===== src/rtl/pmc_pkg.sv =====
package pmc_pkg;
   localparam int EVT_CNT = 5;
   localparam int EVT_IDX_W = $clog2(EVT_CNT);
   localparam int SEL_CODE_LSB = 0;
   localparam int SEL_QUAL_LSB = 8;
   localparam int SEL_RUN_BIT = 16;
   localparam int SEL_W = SEL_RUN_BIT + 1;

   typedef enum logic [EVT_IDX_W-1:0] {
      EV_CORE_CLK = 3'd0,
      EV_INSTR    = 3'd1,
      EV_BRANCH   = 3'd2,
      EV_BR_MISS  = 3'd3,
      EV_BUS_CLK  = 3'd4
   } evt_id_e;

   typedef struct packed {
      logic    hit;
      evt_id_e id;
   } evt_dec_t;

   function automatic evt_dec_t decode_evt(input logic [7:0] code, input logic [7:0] qual);
      evt_dec_t d;
      d.hit = 1'b1;
      d.id  = EV_CORE_CLK;
      case ({code, qual})
         16'h8200: d.id = EV_CORE_CLK;
         16'h0000: d.id = EV_INSTR;
         16'h2800: d.id = EV_BRANCH;
         16'h2900: d.id = EV_BR_MISS;
         16'h8300: d.id = EV_BUS_CLK;
         default:  d.hit = 1'b0;
      endcase
      return d;
   endfunction
endpackage


===== src/rtl/pmc_evt_sel.sv =====
module pmc_evt_sel
   import pmc_pkg::*;
(
   input  logic [SEL_W-1:0]   sel_i,
   input  logic [EVT_CNT-1:0] evt_i,
   output logic               strobe_o
);
   evt_dec_t dec;

   always_comb begin
      dec = decode_evt(sel_i[SEL_CODE_LSB +: 8], sel_i[SEL_QUAL_LSB +: 8]);
      strobe_o = dec.hit & evt_i[dec.id] & sel_i[SEL_RUN_BIT];
   end
endmodule


===== src/rtl/pmc_counter.sv =====
module pmc_counter #(
   parameter int CTR_W = 48
) (
   input  logic             clk,
   input  logic             rst_n,
   input  logic             wr_en,
   input  logic [CTR_W-1:0] wr_data,
   input  logic             inc,
   output logic [CTR_W-1:0] cnt_o,
   output logic             wrap_o
);
   if (CTR_W < 2) begin : g_bad_w
      $error("pmc_counter: CTR_W must be at least 2");
   end

   logic [CTR_W-1:0] cnt_q;

   assign wrap_o = inc & ~wr_en & (&cnt_q);
   assign cnt_o  = cnt_q;

   always_ff @(posedge clk) begin
      if (!rst_n)
         cnt_q <= '0;
      else if (wr_en)
         cnt_q <= wr_data;
      else if (inc)
         cnt_q <= cnt_q + 1'b1;
   end

   // idle counter holds
   p_hold_r2: assert property (@(posedge clk) disable iff (!rst_n)
      (!inc && !wr_en) |=> (cnt_q == $past(cnt_q)));
   // enabled counter steps by one
   p_step_r2: assert property (@(posedge clk) disable iff (!rst_n)
      (inc && !wr_en) |=> (cnt_q == $past(cnt_q) + 1'b1));
endmodule


===== src/rtl/pmc_status.sv =====
module pmc_status #(
   parameter int NUM_CTR = 4,
   parameter int DATA_W  = 64
) (
   input  logic              clk,
   input  logic              rst_n,
   input  logic [NUM_CTR-1:0] wrap_i,
   input  logic              cc_set_i,
   input  logic              clr_we_i,
   input  logic [DATA_W-1:0] clr_mask_i,
   input  logic              run_any_i,
   output logic [DATA_W-1:0] sts_o,
   output logic              irq_o
);
   if (NUM_CTR > DATA_W - 1) begin : g_bad_n
      $error("pmc_status: NUM_CTR must leave the top bit free");
   end

   logic [NUM_CTR-1:0] ovf_q;
   logic               cc_q;
   logic               clr_go;
   logic [NUM_CTR-1:0] ovf_clr;

   assign clr_go  = clr_we_i & run_any_i;
   assign ovf_clr = clr_go ? clr_mask_i[NUM_CTR-1:0] : '0;
   assign irq_o   = |ovf_q;

   always_ff @(posedge clk) begin
      if (!rst_n) begin
         ovf_q <= '0;
         cc_q  <= 1'b0;
      end else begin
         ovf_q <= (ovf_q & ~ovf_clr) | wrap_i;
         cc_q  <= (cc_q & ~(clr_go & clr_mask_i[DATA_W-1])) | cc_set_i;
      end
   end

   always_comb begin
      sts_o = '0;
      sts_o[NUM_CTR-1:0] = ovf_q;
      sts_o[DATA_W-1] = cc_q;
   end

   // a wrap is recorded on the next edge
   p_wrap_sets_r4: assert property (@(posedge clk) disable iff (!rst_n)
      (|wrap_i) |=> irq_o);
   // a clear while the run mask is zero drops no bit
   p_clr_ignored_r6: assert property (@(posedge clk) disable iff (!rst_n)
      (clr_we_i && !run_any_i) |=> (($past(sts_o) & ~sts_o) == '0));
   // the request holds until a clear that can act
   p_irq_hold_r5: assert property (@(posedge clk) disable iff (!rst_n)
      (irq_o && !(clr_we_i && run_any_i)) |=> irq_o);
endmodule


===== src/rtl/pmc_unit.sv =====
module pmc_unit
   import pmc_pkg::*;
#(
   parameter int NUM_CTR = 4,
   parameter int CTR_W   = 48,
   parameter int DATA_W  = 64,
   parameter int ADDR_W  = 4
) (
   input  logic              clk,
   input  logic              rst_n,
   input  logic              reg_we,
   input  logic [ADDR_W-1:0] reg_addr,
   input  logic [DATA_W-1:0] reg_wdata,
   output logic [DATA_W-1:0] reg_rdata,
   input  logic [EVT_CNT-1:0] evt_i,
   input  logic              cfg_chg_i,
   output logic              irq_o
);
   localparam int A_SEL  = NUM_CTR;
   localparam int A_RUN  = 2 * NUM_CTR;
   localparam int A_STS  = A_RUN + 1;
   localparam int A_CLR  = A_RUN + 2;

   if (CTR_W > DATA_W) begin : g_bad_cw
      $error("pmc_unit: CTR_W exceeds DATA_W");
   end
   if (A_CLR >= (1 << ADDR_W)) begin : g_bad_aw
      $error("pmc_unit: ADDR_W too small for the register map");
   end
   if (SEL_W > DATA_W) begin : g_bad_sw
      $error("pmc_unit: selection field wider than data");
   end

   logic [NUM_CTR-1:0] run_q;
   logic [SEL_W-1:0]   sel_q [NUM_CTR];
   logic [CTR_W-1:0]   cnt   [NUM_CTR];
   logic [NUM_CTR-1:0] wrap;
   logic [NUM_CTR-1:0] strobe;
   logic [DATA_W-1:0]  sts;
   logic [DATA_W-1:0]  rd_mux;
   logic               clr_we;

   assign clr_we = reg_we && (reg_addr == ADDR_W'(A_CLR));

   always_ff @(posedge clk) begin
      if (!rst_n)
         run_q <= '0;
      else if (reg_we && reg_addr == ADDR_W'(A_RUN))
         run_q <= reg_wdata[NUM_CTR-1:0];
   end

   for (genvar i = 0; i < NUM_CTR; i++) begin : g_ctr
      logic ctr_we;

      assign ctr_we = reg_we && (reg_addr == ADDR_W'(i));

      always_ff @(posedge clk) begin
         if (!rst_n)
            sel_q[i] <= '0;
         else if (reg_we && reg_addr == ADDR_W'(A_SEL + i))
            sel_q[i] <= reg_wdata[SEL_W-1:0];
      end

      pmc_evt_sel u_sel (
         .sel_i    (sel_q[i]),
         .evt_i    (evt_i),
         .strobe_o (strobe[i])
      );

      pmc_counter #(.CTR_W(CTR_W)) u_cnt (
         .clk     (clk),
         .rst_n   (rst_n),
         .wr_en   (ctr_we),
         .wr_data (reg_wdata[CTR_W-1:0]),
         .inc     (strobe[i] & run_q[i]),
         .cnt_o   (cnt[i]),
         .wrap_o  (wrap[i])
      );
   end

   pmc_status #(.NUM_CTR(NUM_CTR), .DATA_W(DATA_W)) u_sts (
      .clk        (clk),
      .rst_n      (rst_n),
      .wrap_i     (wrap),
      .cc_set_i   (cfg_chg_i),
      .clr_we_i   (clr_we),
      .clr_mask_i (reg_wdata),
      .run_any_i  (|run_q),
      .sts_o      (sts),
      .irq_o      (irq_o)
   );

   always_comb begin
      rd_mux = '0;
      for (int i = 0; i < NUM_CTR; i++) begin
         if (reg_addr == ADDR_W'(i))
            rd_mux = DATA_W'(cnt[i]);
         if (reg_addr == ADDR_W'(A_SEL + i))
            rd_mux = DATA_W'(sel_q[i]);
      end
      if (reg_addr == ADDR_W'(A_RUN))
         rd_mux = DATA_W'(run_q);
      if (reg_addr == ADDR_W'(A_STS))
         rd_mux = sts;
   end

   always_ff @(posedge clk) begin
      if (!rst_n)
         reg_rdata <= '0;
      else
         reg_rdata <= rd_mux;
   end

   // the configuration flag never raises the request
   p_cc_no_irq_r7: assert property (@(posedge clk) disable iff (!rst_n)
      (cfg_chg_i && !irq_o && !(|wrap)) |=> !irq_o);
   // a cleared run mask freezes every counter
   p_run_gate_r2: assert property (@(posedge clk) disable iff (!rst_n)
      (run_q == '0) |-> (wrap == '0));
endmodule


===== config.mk =====
export PLATFORM = sky130hd
export DESIGN_NAME = pmc_unit
export DESIGN_NICKNAME = d
export VERILOG_FILES = /design/src/rtl/pmc_pkg.sv /design/src/rtl/pmc_evt_sel.sv /design/src/rtl/pmc_counter.sv /design/src/rtl/pmc_status.sv /design/src/rtl/pmc_unit.sv
export SDC_FILE = /design/constraint.sdc
export NUM_CORES = 1
export LEC_CHECK = 0
export ABC_AREA = 1
export CORE_MARGIN = 8
export CORE_UTILIZATION = 35
export CTS_CLUSTER_DIAMETER = 30
export DETAILED_ROUTE_END_ITERATION = 8
export HOLD_SLACK_MARGIN = 0.1
export PLACE_DENSITY = 0.58
export RECOVER_POWER = 50
export SKIP_CTS_REPAIR_TIMING = 1
export SLEW_MARGIN = 15
export SYNTH_ARGS = -nofsm -noshare
export SYNTH_HDL_FRONTEND = slang
export SYNTH_SLANG_ARGS = --single-unit

===== constraint.sdc =====
create_clock -name clk -period 7.22 [get_ports clk]
set_input_delay 0.722 -clock clk [delete_from_list [all_inputs] [get_ports clk]]
set_output_delay 0.722 -clock clk [all_outputs]
set_load 0.01 [all_outputs]

-- Word-level counts from Yosys, hierarchy flattened
Memories as Yosys holds them, arrays and structs flattened.
Index checks and enable logic that the tools add are counted.
- memories: 1
- flip-flop bits (word level): 265
- RAM bits: 68
- output and inout bits: 65
- logic and storage cells: 167
- input port bits: 77
- reduce and logical (&&, ||, !) cells: 32
- bitwise operators: 37
- magnitude comparators: 4
- multiplexer cells: 52
- $add $sub $neg: 4
- equal/unequal tests: 26
- memories (name ; depth ; bits a word ; read ports ; clocked after memory_dff ; write ports ; RTL line ; RTL):
    sel_q ; 4 ; 17 ; 4 ; 0 ; 4 ; pmc_unit.sv:35 ; logic [SEL_W-1:0] sel_q [NUM_CTR];
- operator list (kind ; count):
    64-bit two-way mux ; 9
    48-bit two-way mux ; 9
    48-bit by 1-bit adder with 48-bit output, second input constant ; 4
    48-bit AND reduction ; 4
    16-bit by 14-bit equality test with 1-bit output, second input constant ; 8
    16-bit equality test, second input constant ; 8
    17-bit two-way mux ; 4
    16-bit zero test ; 4
    3-bit one-hot mux with 4 select lines ; 4
    1-bit bitwise AND ; 23
    1-bit two-way mux ; 21
    5-bit OR reduction ; 4
    4-bit by 3-bit equality test with 1-bit output, second input constant ; 4
    3-bit by 4-bit less-than comparator with 1-bit output, second input constant ; 4
    1-bit binary-select mux with 3-bit select ; 4
    4-bit equality test, second input constant ; 3
    4-bit OR reduction ; 3
    1-bit logical AND ; 10
    10-bit OR reduction ; 1
    4-bit by 2-bit equality test with 1-bit output, second input constant ; 2
    2-bit nonzero test ; 4
    1-bit NOT ; 6
    1-bit OR ; 5
    4-bit bitwise AND ; 1
    other kinds (6) ; 6

-- Logic depth before layout (Yosys ltp)
- word-level depth: 11
- mapped depth: 15
- depth with buffers taken out: 14

-- Hierarchy
A second synthesis with hierarchy kept.
- cells, all modules: 3358
- area, all modules: 21748.4 sq um
- modules (own cells, without submodules) (module ; times used ; cells an instance ; area an instance (sq um) ; seq. area each (sq um)):
    pmc_counter ; 4 ; 548 ; 3349.5 ; 960.9
    pmc_unit ; 1 ; 912 ; 6892.9 ; 3403.3
    pmc_evt_sel ; 4 ; 41 ; 200.2 ; 0.0
    pmc_status ; 1 ; 90 ; 656.9 ; 100.1

-- Least setup slack after synthesis
No wires, ideal clock.
- kind: in2reg
- start: input reg_addr[2]
- end: memory sel_q[3][0] (netlist bit), enable pin
- setup slack: 4.034 ns
- stages on the path: 7
- required time: 6.805 ns
- data arrival time: 2.772 ns
- setup time: 0.415 ns
- path buffers: 1
- path through: inv_2 nor2_2 inv_2 nor2_1 inv_1 clkbuf_1 o21ai_0
- RTL lines (item ; RTL line ; RTL):
    start, declared ; pmc_unit.sv:12 ; input logic [ADDR_W-1:0] reg_addr,
    end, declared ; pmc_unit.sv:35 ;

-- Final worst setup path
- start: input reg_addr[2]
- end: register reg_rdata[44]
- cells in the longest elaborated chain, start to end: 8
- elaborated cells between the ends (all ways): 18
- those cells by class: 9 x eq/ne; 7 x mux; 2 x reduce/logical
- ends and longest elaborated chain (item ; RTL line ; RTL):
    4-bit zero test ; pmc_unit.sv:96 ; if (reg_addr == ADDR_W'(i))
    48-bit two-way mux ; pmc_unit.sv:96 ;
    64-bit two-way mux ; pmc_unit.sv:98 ; if (reg_addr == ADDR_W'(A_SEL + i))
    64-bit two-way mux ; pmc_unit.sv:96 ;
    64-bit two-way mux ; pmc_unit.sv:98 ;
    64-bit two-way mux ; pmc_unit.sv:96 ;
    64-bit two-way mux ; pmc_unit.sv:98 ;
    64-bit two-way mux ; pmc_unit.sv:96 ;
    end signal, assigned ; pmc_unit.sv:111 ; reg_rdata <= rd_mux;
    end, declared ; pmc_unit.sv:14 ; output logic [DATA_W-1:0] reg_rdata,
Several ways; a longest one is shown, not always the timed one.
A chain may end at the register's enable or synchronous reset.

==> metrics.log <==
[metrics] average wire per cell in the routed design: 21.70 um
[metrics] number of distinct library cell variants in the gate-level netlist after synthesis: 47
[metrics] Placed Area: roughly 0.023 mm^2
[metrics] Max FO, Critical Path: 31
[metrics] ports placed on the boundary: ~140
[metrics] adder and majority cell fraction of the synthesized area: 0.2315%
[metrics] number of clock buffers inserted by TritonCTS: 94
[metrics] maximum ir drop on the vdd rail: 0.0001585 V
[metrics] antenna cell count: 0
[metrics] sequential cell area: 0.007047 mm^2
[metrics] achievable frequency: 0.2066 GHz
[metrics] GR Layer Usage met1: between 30% and 40%
[metrics] fraction of synthesis flops using an asynchronous set or reset pin: 0%
[metrics] slowest cell on the critical path: sky130_fd_sc_hd__clkbuf_1
[metrics] met3 Use GR: between 4 and 5%
[metrics] sum of routed wire length over all layers: between 90000 and 100000 um
[metrics] main combinational cell family by area after synthesis: simple AND/OR/NAND/NOR gates
[metrics] RSZ-0062 raised after global routing: no
[metrics] endpoint kind of the worst setup timing path: register
[metrics] post-detailed-placement half-perimeter wirelength: 73150 um
[metrics] CTS tree: yes
[metrics] met2 track demand over resource in global routing: 42.13%
[metrics] Placement Setup Slack: 2.576 ns
[metrics] clock sinks: roughly 320
[metrics] clock root cell: sky130_fd_sc_hd__clkbuf_16
[metrics] Buffers on Ports: 111
[metrics] post-synthesis share of cell area spent on and, or, nand and nor gates: 41.70%
[metrics] WP buf/inv: 6
[metrics] part of the cycle the worst path needs: 67.03%
[metrics] detailed-routing iteration count for the pre-antenna-repair pass: 6
[metrics] Least-Margin Pin Slew: 1.698 ns
[metrics] layout cell share with drive strength beyond 1: 5.966%
[metrics] Pleak: 9.401 nW
[metrics] Area Growth Syn to Fin: 22.09%
[metrics] Initial DRC Count: 2581
[metrics] Worst-path clk slew: 0.05 ns
[metrics] post-route setup TNS: 0 ns
[metrics] remaining max-slew budget at the tightest pin: -13.18%
[metrics] mapped cell area: 0.02162 mm^2
[metrics] filler cell count in the final layout: 6656
[metrics] average cell area after synthesis: 6.144 um^2
[metrics] type of the setup path with the least slack: in2reg
[metrics] number of flops mapped to enable cells by yosys: 68
[metrics] worst stage delay on the critical path: 1.22 ns
[metrics] die outline area: 0.06999 mm^2
[metrics] number of global-route vias before repair: 23120
[metrics] Req. time, crit path: roughly 7.6 ns
[metrics] busiest grt layer: met2
[metrics] Fin Clk Skew: 0.02608 ns
[metrics] overall die height: 264.6 um
[metrics] CP Cell Sequence: dlygate4sd3_1 -> clkinv_1 -> nor2_1 -> clkinv_1 -> nor2_1 -> clkbuf_1 -> inv_1 -> nand4_1 -> clkbuf_1 -> nor2_1
[metrics] proportion of synthesized area in mux cells: 0%
[metrics] total vias in the final route: 24400
[metrics] Non-Filler Cell Area, Final: between 0.02 and 0.03 mm^2
[metrics] result of the run: complete, but fails checks
[metrics] most frequent CP cell: sky130_fd_sc_hd__nor2_1
[metrics] Arrival @ worst endpoint: 5.26 ns
[metrics] Clock Path Buffers: 3
[metrics] vias per cell: 5.470
[metrics] number of nets in the layout: 3677
[metrics] final setup slack of the worst path: around 2.4 ns
[metrics] Setup crit start kind: primary input
[metrics] total grt overflow: 0
[metrics] sequential cell area fraction in the yosys report: 32.59%
[metrics] cell type group with the largest total delay on the critical path: buffers and inverters
[metrics] H-tree levels: 3
[metrics] Site Rows: 91
[metrics] Slew Viols, Final: 32
[metrics] combined global-route utilization of all metal layers: 26.69%
[metrics] multi-input gate area in the final layout: approximately 0.013 mm^2
[metrics] failing checks: capacitance limit, slew limit
[metrics] initial core utilization: 35.23%
[metrics] #FFs+latches synth: 318
[metrics] gp weighted congestion: 0.9556
[metrics] worst min-delay path class: reg2reg
[metrics] ANT nets after route: 0
[metrics] pin count of the biggest net entering global routing: 107
[metrics] compound-cell area share of the yosys netlist: about 12%
[metrics] most used flip-flop cell after synthesis: sky130_fd_sc_hd__dfxtp_1
[metrics] endpoints failing setup: 0
[metrics] DRC Markers: 0
[metrics] warnings from Yosys: 0
[metrics] Max-cap violations: 1
[metrics] Post-Synth XOR/XNOR Area: under 10%
[metrics] horizontal extent of the die: 264.6 um
[metrics] number of instances in the synthesized netlist: about 3500
[metrics] antenna violations before repair: 2
[metrics] later-pin clock latency in the skew report: 0.63 ns
[metrics] Final Hold Viols: 0
[metrics] power density over the cells: 244.2 mW/mm^2
[metrics] final critical-path required period: between 4 and 5 ns
[metrics] core area: 0.06137 mm^2
[metrics] global-route wire length before repair: 143300 um
-- registers in the layout, indices dropped and copies added, names as in the netlist --
name and cells:
g_ctr.u_cnt.cnt_o 192, sel_q 68, reg_rdata 49, run_q 4, u_sts.ovf_q 4, u_sts.cc_q 1
-- power by group --
part	total, mW	switching (mW)	internal, mW
Sequential	1.88	0.0257	1.86
Combinational	0.284	0.215	0.0688
Clock	4.28	1.24	3.04
Total	6.45	1.48	4.96
-- cells in the mapped netlist, types with 6 or more instances --
| cell | n | area (um^2) |
|---|---|---|
| sky130_fd_sc_hd__buf_2 | 50 | 250.2 |
| sky130_fd_sc_hd__o22ai_1 | 39 | 244.0 |
| sky130_fd_sc_hd__buf_6 | 6 | 67.56 |
| sky130_fd_sc_hd__clkbuf_1 | 76 | 285.3 |
| sky130_fd_sc_hd__nor2_4 | 7 | 78.83 |
| sky130_fd_sc_hd__dfxtp_1 | 250 | 5005 |
| sky130_fd_sc_hd__a221oi_1 | 31 | 271.5 |
| sky130_fd_sc_hd__o211ai_1 | 8 | 60.06 |
| sky130_fd_sc_hd__nor2_2 | 11 | 68.82 |
| sky130_fd_sc_hd__inv_2 | 13 | 48.80 |
| sky130_fd_sc_hd__buf_1 | 10 | 37.54 |
| sky130_fd_sc_hd__xnor2_1 | 24 | 210.2 |
| sky130_fd_sc_hd__xor2_1 | 82 | 718.2 |
| sky130_fd_sc_hd__nor3_1 | 69 | 345.3 |
| sky130_fd_sc_hd__inv_1 | 284 | 1066 |
| sky130_fd_sc_hd__buf_4 | 27 | 202.7 |
| sky130_fd_sc_hd__nand3b_1 | 10 | 75.07 |
| sky130_fd_sc_hd__edfxtp_1 | 68 | 2042 |
| sky130_fd_sc_hd__nand2_2 | 8 | 50.05 |
| sky130_fd_sc_hd__nand2_1 | 1127 | 4230 |
| sky130_fd_sc_hd__nor2_1 | 475 | 1783 |
| sky130_fd_sc_hd__a31oi_1 | 6 | 37.54 |
| sky130_fd_sc_hd__a21oi_1 | 236 | 1181 |
| sky130_fd_sc_hd__nand3_1 | 326 | 1632 |
| sky130_fd_sc_hd__o21ai_0 | 128 | 640.6 |
| sky130_fd_sc_hd__o21ai_1 | 13 | 65.06 |
| sky130_fd_sc_hd__nand4_1 | 95 | 594.3 |
-- area by class of cell --
type	instances	share of cell area (%)
Multi-Input combinational cell	2748	48.01
Inverter	298	4.256
Timing Repair Buffer	136	4.834
Tap cell	790	3.744
Sequential cell	318	26.69
Clock buffer	128	10.20
Clock inverter	43	2.261
-- metrics by stage --
stage	total power, mW	utilization (%)	hold slack [ns]	instances
6_report	6.447	43.02	0.4452	4461
3_5_place_dp	2.190	37.71	0.4396	4290
5_1_grt	6.617	43.02	0.4907	4461
3_3_place_gp	2.190	37.71	0.4448	4290
4_1_cts	6.485	43.07	0.4474	4461
2_1_floorplan	2.039	-	0.4277	3533
-- placed cells by master (no fill, tap or decap), types with 13 or more instances in the layout --
cell type                         instances
sky130_fd_sc_hd__buf_4                   19
sky130_fd_sc_hd__clkinv_2                15
sky130_fd_sc_hd__dlygate4sd3_1           53
sky130_fd_sc_hd__nand2_1               1127
sky130_fd_sc_hd__nor3_1                  70
sky130_fd_sc_hd__clkdlybuf4s50_1         58
sky130_fd_sc_hd__xnor2_1                 24
sky130_fd_sc_hd__o21ai_0                128
sky130_fd_sc_hd__clkbuf_16               97
sky130_fd_sc_hd__o22ai_1                 39
sky130_fd_sc_hd__dfxtp_1                250
sky130_fd_sc_hd__o21ai_1                 13
sky130_fd_sc_hd__nand4_1                 95
sky130_fd_sc_hd__clkbuf_8                15
sky130_fd_sc_hd__nand3_1                326
sky130_fd_sc_hd__conb_1                  15
sky130_fd_sc_hd__xor2_1                  82
sky130_fd_sc_hd__clkbuf_1                22
sky130_fd_sc_hd__nor2_1                 476
sky130_fd_sc_hd__a221oi_1                31
sky130_fd_sc_hd__a21oi_1                236
sky130_fd_sc_hd__bufinv_16               13
sky130_fd_sc_hd__inv_1                  285
sky130_fd_sc_hd__edfxtp_1                68
-- layer usage --
layer  wire length, um  up-vias
li1                  -    11680
met1             41040    11470
met2             43330     1034
met3              7951      215
met4              4500        0
met5                 0        -
-- worst register-to-register path: cells and delay by family (launching register included) --
| kind | cells | cell delay, ns |
|---|---|---|
| AOI/OAI and AO/OA | 2 | 0.47 |
| buffers and inverters | 1 | 0.12 |
| and+or+nand+nor | 5 | 2.25 |
| DFF | 1 | 0.48 |
-- cell families after synthesis --
group / Yosys count
AOI/OAI and AO/OA: 474
xor gates and xnor gates: 106
adders and majority gates: 4
buffers and inverters: 467
DFF: 318
other: 1
and+or+nand+nor: 2149
-- final timing paths --
| path | start | endpoint | slack, ns | cells past startpoint |
|---|---|---|---|---|
| setup / recovery | reg_addr[2] | reg_rdata[44] | 2.38 | 10 |
| hold / removal | u_sts.cc_q | reg_rdata[63] | 0.45 | 2 |
| setup reg to reg | sel_q[3][0] | g_ctr[3].u_cnt.cnt_o[5] | 3.75 | 8 |
| hold reg to reg | u_sts.cc_q | reg_rdata[63] | 0.45 | 2 |
No activity file was read; power rests on OpenSTA's default activity.
